File: config.mk
export PLATFORM = sky130hd
export DESIGN_NAME = ctag_tlb
export DESIGN_NICKNAME = d
export VERILOG_FILES = /design/src/rtl/ctag_tlb_pkg.sv /design/src/rtl/tlb_match.sv /design/src/rtl/tlb_victim.sv /design/src/rtl/ctag_tlb.sv
export SDC_FILE = /design/constraint.sdc
export NUM_CORES = 2
export LEC_CHECK = 0
export BUFFER_PORTS_ARGS = -buffer_cell sky130_fd_sc_hd__buf_2
export CORE_AREA = 2 2 302 304
export CTS_CLUSTER_DIAMETER = 200
export CTS_CLUSTER_SIZE = 14
export DETAILED_ROUTE_END_ITERATION = 10
export DIE_AREA = 0 0 304 306
export GPL_ROUTABILITY_DRIVEN = 1
export MAX_ROUTING_LAYER = met4
export PLACE_DENSITY = 0.71
export SLEW_MARGIN = 20
export SYNTH_ARGS = -nofsm -noshare
export SYNTH_HDL_FRONTEND = slang
export SYNTH_HIERARCHICAL = 1
export SYNTH_SLANG_ARGS = --single-unit
File: constraint.sdc
create_clock -name clk -period 20.9 [get_ports clk]
set_input_delay 2.09 -clock clk [delete_from_list [all_inputs] [get_ports clk]]
set_output_delay 2.09 -clock clk [all_outputs]
set_load 0.01 [all_outputs]
File: src/rtl/ctag_tlb_pkg.sv
package ctag_tlb_pkg;
  typedef enum logic [2:0] {
    OP_ADDR      = 3'd0,
    OP_CTX       = 3'd1,
    OP_ALL       = 3'd2,
    OP_CTX_KEEPG = 3'd3,
    OP_ROOT      = 3'd4
  } inv_op_e;

  function automatic logic op_legal(input logic [2:0] op);
    return op <= 3'd4;
  endfunction
endpackage

File: src/rtl/tlb_match.sv
module tlb_match
  import ctag_tlb_pkg::*;
#(
  parameter int N     = 16,
  parameter int VPN_W = 20,
  parameter int TAG_W = 16
) (
  input  logic [N-1:0]            vld,
  input  logic [N-1:0]            glb,
  input  logic [N-1:0][VPN_W-1:0] vpn_q,
  input  logic [N-1:0][TAG_W-1:0] tag_q,
  input  logic [TAG_W-1:0]        eff_tag,
  input  logic                    tag_en,
  input  logic [VPN_W-1:0]        lk_vpn,
  input  logic [VPN_W-1:0]        fill_vpn,
  input  logic                    cmd_valid,
  input  logic [2:0]              cmd_op,
  input  logic [VPN_W-1:0]        cmd_vpn,
  input  logic [TAG_W-1:0]        cmd_tag,
  output logic [N-1:0]            lk_match,
  output logic [N-1:0]            fill_match,
  output logic [N-1:0]            kill
);
  for (genvar i = 0; i < N; i++) begin : g_ent
    logic ctx_eq;
    assign ctx_eq        = (tag_q[i] == eff_tag);
    assign lk_match[i]   = vld[i] && ctx_eq && (vpn_q[i] == lk_vpn);
    assign fill_match[i] = vld[i] && ctx_eq && (vpn_q[i] == fill_vpn);

    always_comb begin
      kill[i] = 1'b0;
      if (cmd_valid) begin
        case (cmd_op)
          OP_ADDR:      kill[i] = (tag_q[i] == cmd_tag) && (vpn_q[i] == cmd_vpn);
          OP_CTX:       kill[i] = (tag_q[i] == cmd_tag);
          OP_ALL:       kill[i] = (tag_q[i] != '0);
          OP_CTX_KEEPG: kill[i] = (tag_q[i] == cmd_tag) && !glb[i];
          OP_ROOT:      kill[i] = !tag_en;
          default:      kill[i] = 1'b0;
        endcase
      end
    end
  end
endmodule

File: src/rtl/tlb_victim.sv
module tlb_victim #(
  parameter int N    = 16,
  localparam int IW  = (N > 1) ? $clog2(N) : 1
) (
  input  logic          clk,
  input  logic          rst,
  input  logic          adv,
  output logic [IW-1:0] ptr
);
  always_ff @(posedge clk) begin
    if (rst)
      ptr <= '0;
    else if (adv)
      ptr <= (ptr == IW'(N - 1)) ? '0 : ptr + 1'b1;
  end
endmodule

File: src/rtl/ctag_tlb.sv
module ctag_tlb
  import ctag_tlb_pkg::*;
#(
  parameter int ENTRIES = 16,
  parameter int VPN_W   = 20,
  parameter int PPN_W   = 20,
  parameter int TAG_W   = 16
) (
  input  logic             clk,
  input  logic             rst,
  input  logic             tag_en,
  input  logic [TAG_W-1:0] cur_tag,
  input  logic             lk_valid,
  input  logic [VPN_W-1:0] lk_vpn,
  output logic             lk_hit,
  output logic [PPN_W-1:0] lk_ppn,
  input  logic             fill_valid,
  input  logic [VPN_W-1:0] fill_vpn,
  input  logic [PPN_W-1:0] fill_ppn,
  input  logic             fill_global,
  input  logic             cmd_valid,
  input  logic [2:0]       cmd_op,
  input  logic [VPN_W-1:0] cmd_vpn,
  input  logic [TAG_W-1:0] cmd_tag,
  output logic             cmd_busy,
  output logic             cmd_done,
  output logic             cmd_err
);
  localparam int IW = (ENTRIES > 1) ? $clog2(ENTRIES) : 1;

  logic [ENTRIES-1:0]            vld;
  logic [ENTRIES-1:0]            glb;
  logic [ENTRIES-1:0][VPN_W-1:0] vpn_q;
  logic [ENTRIES-1:0][PPN_W-1:0] ppn_q;
  logic [ENTRIES-1:0][TAG_W-1:0] tag_q;

  logic [ENTRIES-1:0] lk_match, fill_match, kill;
  logic [TAG_W-1:0]   eff_tag;
  logic [IW-1:0]      rr_ptr, hit_idx, wr_idx;
  logic               fill_go, alloc;
  logic [PPN_W-1:0]   rd_ppn;

  assign eff_tag  = tag_en ? cur_tag : '0;
  assign cmd_busy = cmd_valid;
  assign fill_go  = fill_valid && !cmd_valid;
  assign alloc    = fill_go && !(|fill_match);

  tlb_match #(.N(ENTRIES), .VPN_W(VPN_W), .TAG_W(TAG_W)) u_match (
    .vld(vld), .glb(glb), .vpn_q(vpn_q), .tag_q(tag_q),
    .eff_tag(eff_tag), .tag_en(tag_en),
    .lk_vpn(lk_vpn), .fill_vpn(fill_vpn),
    .cmd_valid(cmd_valid), .cmd_op(cmd_op), .cmd_vpn(cmd_vpn), .cmd_tag(cmd_tag),
    .lk_match(lk_match), .fill_match(fill_match), .kill(kill)
  );

  tlb_victim #(.N(ENTRIES)) u_victim (
    .clk(clk), .rst(rst), .adv(alloc), .ptr(rr_ptr)
  );

  // index of the entry already holding this page/context (at most one)
  always_comb begin
    hit_idx = '0;
    for (int i = 0; i < ENTRIES; i++)
      if (fill_match[i]) hit_idx = IW'(i);
  end
  assign wr_idx = alloc ? rr_ptr : hit_idx;

  // read mux: OR of the single matching entry
  always_comb begin
    rd_ppn = '0;
    for (int i = 0; i < ENTRIES; i++)
      if (lk_match[i]) rd_ppn = rd_ppn | ppn_q[i];
  end

  // valid bits: reset, swept by commands, set by fills
  always_ff @(posedge clk) begin
    if (rst)
      vld <= '0;
    else if (cmd_valid)
      vld <= vld & ~kill;
    else if (fill_go)
      vld[wr_idx] <= 1'b1;
  end

  // payload storage carries no reset
  always_ff @(posedge clk) begin
    if (fill_go) begin
      vpn_q[wr_idx] <= fill_vpn;
      ppn_q[wr_idx] <= fill_ppn;
      tag_q[wr_idx] <= eff_tag;
      glb[wr_idx]   <= fill_global;
    end
  end

  always_ff @(posedge clk) begin
    if (rst) begin
      lk_hit   <= 1'b0;
      lk_ppn   <= '0;
      cmd_done <= 1'b0;
      cmd_err  <= 1'b0;
    end else begin
      lk_hit   <= lk_valid && (|lk_match);
      lk_ppn   <= lk_valid ? rd_ppn : '0;
      cmd_done <= cmd_valid && op_legal(cmd_op);
      cmd_err  <= cmd_valid && !op_legal(cmd_op);
    end
  end
endmodule

==> summary.txt <==
Status -> complete, no violations
IO Port Bufs -> 145
Vias in the first global route -> 32800
Clock power frac -> 0.363
M1 WL -> 62400 um
Die area -> 93000 um2
Synth warn -> 6
Minimum clock period -> 7.44 ns
Net Switching -> 0.932 mW
Nature of the critical path startpoint -> primary input
Syn-to-layout area delta -> 8.17%
Max-slew violations -> 0
Cells after synthesis -> 3704
Max VDD drop -> 86.1 uV
Layout fillers -> 6995
# IOs -> 146
Placed Instances -> 4869
Post-synth EDFFs -> 912
Met2 WL post-DR -> 73200 um
Maximum clock frequency -> 134 MHz
Clock Latency Late Sink -> 0.67 ns
Int Pwr -> 2.92 mW
Seq/Total Area, Yosys -> 0.576
Max_slew headroom -> 0.223
Final setup viols -> 0
DR iter-0 viols -> 5322
Sw frac -> 0.242
Clk slew on worst S/H paths -> 0.06 ns
Global-route usage over all layers -> 0.360
Reg power frac -> 0.547
Die H -> 306 um
Place WS -> 12.83 ns
Top sig layer -> met4
CTS Sinks -> 955
DRC viols -> 0
First-pass GRT wire length -> 234000 um
CTS root buffer -> clkbuf_16
Post-synthesis async set-or-reset flop share -> 0
Final worst-path cycle share -> 0.356
Routed wire per std cell -> 33.1 um
Power Density -> 72.5 nW/um2
Hold Crit Class -> flip-flop to flip-flop
Ys flop type -> edfxtp_1
Worst-Margin Slew -> 1.15 ns
Initial antenna violation count -> 4
Unrepaired setup endpoints after global routing -> false
#FFs+latches synth -> 955
Fin cells -> 5002
Crit path DAT -> 7.74 ns
CTS tree -> done
Final WS setup -> 13.46 ns
Core area -> 89600 um2
GRT overflow -> 0
Setup TNS -> 0 ns
Layout Skew -> 0.0326 ns
Mapped Area -> 49100 um2
Pin count of the biggest net entering global routing -> 58
Inserted Clock Buffers -> 78
CP max FO -> 37
H-tree Lvls -> 3
Logic pwr share -> 0.090
Final Util -> 0.593
Post-synth net total -> 3827
Starting density of the core -> 0.548
Vias per cell -> 6.71
Die Wd -> 304 um
Clock buffer depth -> 3
GPL Wtd Cong -> 0.954
CP Class -> primary input to flip-flop
Nets -> 3896
Final Hold Vio Count -> 0
Max_cap viols -> 0
Synth unique cells -> 60
First drt pass iteration count -> 9
Via count -> 33500
Hold_buf cts -> 0
Row count -> 110
Crit end category -> flip-flop
Critical Path RT -> 21.20 ns
Routed wl met3 -> 22000 um
Post-Route WL -> 165000 um
Synth Area per Inst -> 13.3 um2
Antenna-violating nets left -> 0
Layout cells sized above 1 -> 0.0991
DP Wirelength -> 94200 um
Gates resized, CTS repair -> 0
Tot Pwr -> 3.85 mW
Postcts setup bufs -> 0
Pleak -> 15.7 nW
==> power by group through the flow <==
| stage | clock network (mW) | registers [mW] | logic, mW |
|---|---|---|---|
| CTS | 1.41 | 2.10 | 0.333 |
| global route | 1.47 | 2.10 | 0.355 |
| floorplan | 0 | 2.15 | 0.212 |
| detailed placement | 0 | 2.15 | 0.332 |
| global placement | 0 | 2.15 | 0.328 |
| finish | 1.40 | 2.10 | 0.346 |
==> worst paths after layout <==
kind / cells after the start / endpoint / slack (ns) / start
worst max-delay path: 14 / vpn_q[253] / 13.46 / tag_en
worst min-delay path: 2 / vld[6] / 0.49 / vld[6]
worst max register to register: 11 / vpn_q[253] / 15.36 / tag_q[84]
worst min register to register: 2 / vld[6] / 0.49 / vld[6]
==> area by class of cell <==
| cell class | count | area (um2) | share of cell area |
|---|---|---|---|
| sequential | 955 | 28200 | 0.532 |
| multi-input combinational | 2508 | 19800 | 0.373 |
| clock buffer | 123 | 2140 | 0.0403 |
| tap | 1176 | 1470 | 0.0277 |
| timing repair buffer | 222 | 1300 | 0.0246 |
| clock inverter | 7 | 110 | 0.00207 |
| inverter | 8 | 30.0 | 0.000566 |
| antenna | 3 | 7.51 | 0.000141 |
==> logic make-up after synthesis <==
logic type               share of synthesized area
AO/OA/AOI/OAI                               0.0428
XOR/XNOR                                     0.263
adder cells (fa/ha/maj)                   0.000255
buffers and inverters                       0.0264
flip-flops                                   0.576
multiplexers                              0.000204
AND/OR/NAND/NOR                             0.0920
==> stage by stage <==
stage	area (um2)	hold slack, ns
after floorplan	49100	0.437
after global placement	50800	0.465
after detailed placement	50800	0.489
after CTS	53100	0.498
after global routing	53100	0.511
final	53100	0.490
==> sequential cells by signal, indices dropped and copies added, names as in the netlist <==
register      count
lk_hit            1
tag_q           256
vpn_q           320
glb              16
ppn_q           320
cmd_err           1
u_victim/ptr      4
lk_ppn           20
cmd_done          1
vld              16
==> critical path, stage by stage <==
cell and delay (ns):
buf_2 0.22, and2_2 0.18, buf_4 0.49, xnor2_1 0.19, nand4_1 0.15, nor4_1 0.36
nand3_1 0.34, nor4_1 1.01, nor3_1 0.17, a2111oi_2 0.59, nand2_1 0.10, o32a_1 0.39
nor2_4 0.75, buf_4 0.60
==> placed cells by master, fill, tap and decap left out, types with 3 or more instances in the layout <==
master / n
nor4_2: 27
nand3_1: 90
nor3b_2: 3
a21oi_1: 38
buf_4: 77
o21ai_0: 17
o21ai_1: 7
nand2_1: 32
and3_1: 21
nor2_4: 12
nor2b_1: 3
inv_1: 4
dfxtp_1: 43
o22ai_1: 8
a221oi_1: 60
inv_2: 3
nand2b_1: 3
clkinv_8: 5
nand4_1: 256
a21o_1: 17
xnor2_1: 1040
nor4_1: 239
buf_2: 145
clkbuf_16: 79
or3_1: 4
edfxtp_1: 912
diode_2: 3
a31oi_1: 21
a22o_1: 60
clkbuf_1: 44
a22oi_1: 40
nor2_1: 25
and2_2: 16
nor3b_1: 3
nor3_1: 4
xor2_1: 433
==> cell usage after synthesis, types with 33 or more instances <==
cell,instances,area [um2]
xor2_1,433,3790
nand2_1,33,124
nand3_1,90,450
a21oi_1,38,190
xnor2_1,1040,9110
buf_2,113,566
a22o_1,60,526
clkbuf_1,86,323
dfxtp_1,43,861
nor2_1,37,139
edfxtp_1,912,27400
a22oi_1,40,300
a221oi_1,60,526
nand4_1,256,1600
nor4_1,258,1610
==> metal layers <==
metal | vias to the layer above | GRT usage
li1 | 13800 | -
met1 | 16700 | 0.473
met2 | 2575 | 0.537
met3 | 502 | 0.0846
met4 | 0 | 0.154
met5 | - | -
Power figures use the tool's default switching activity.
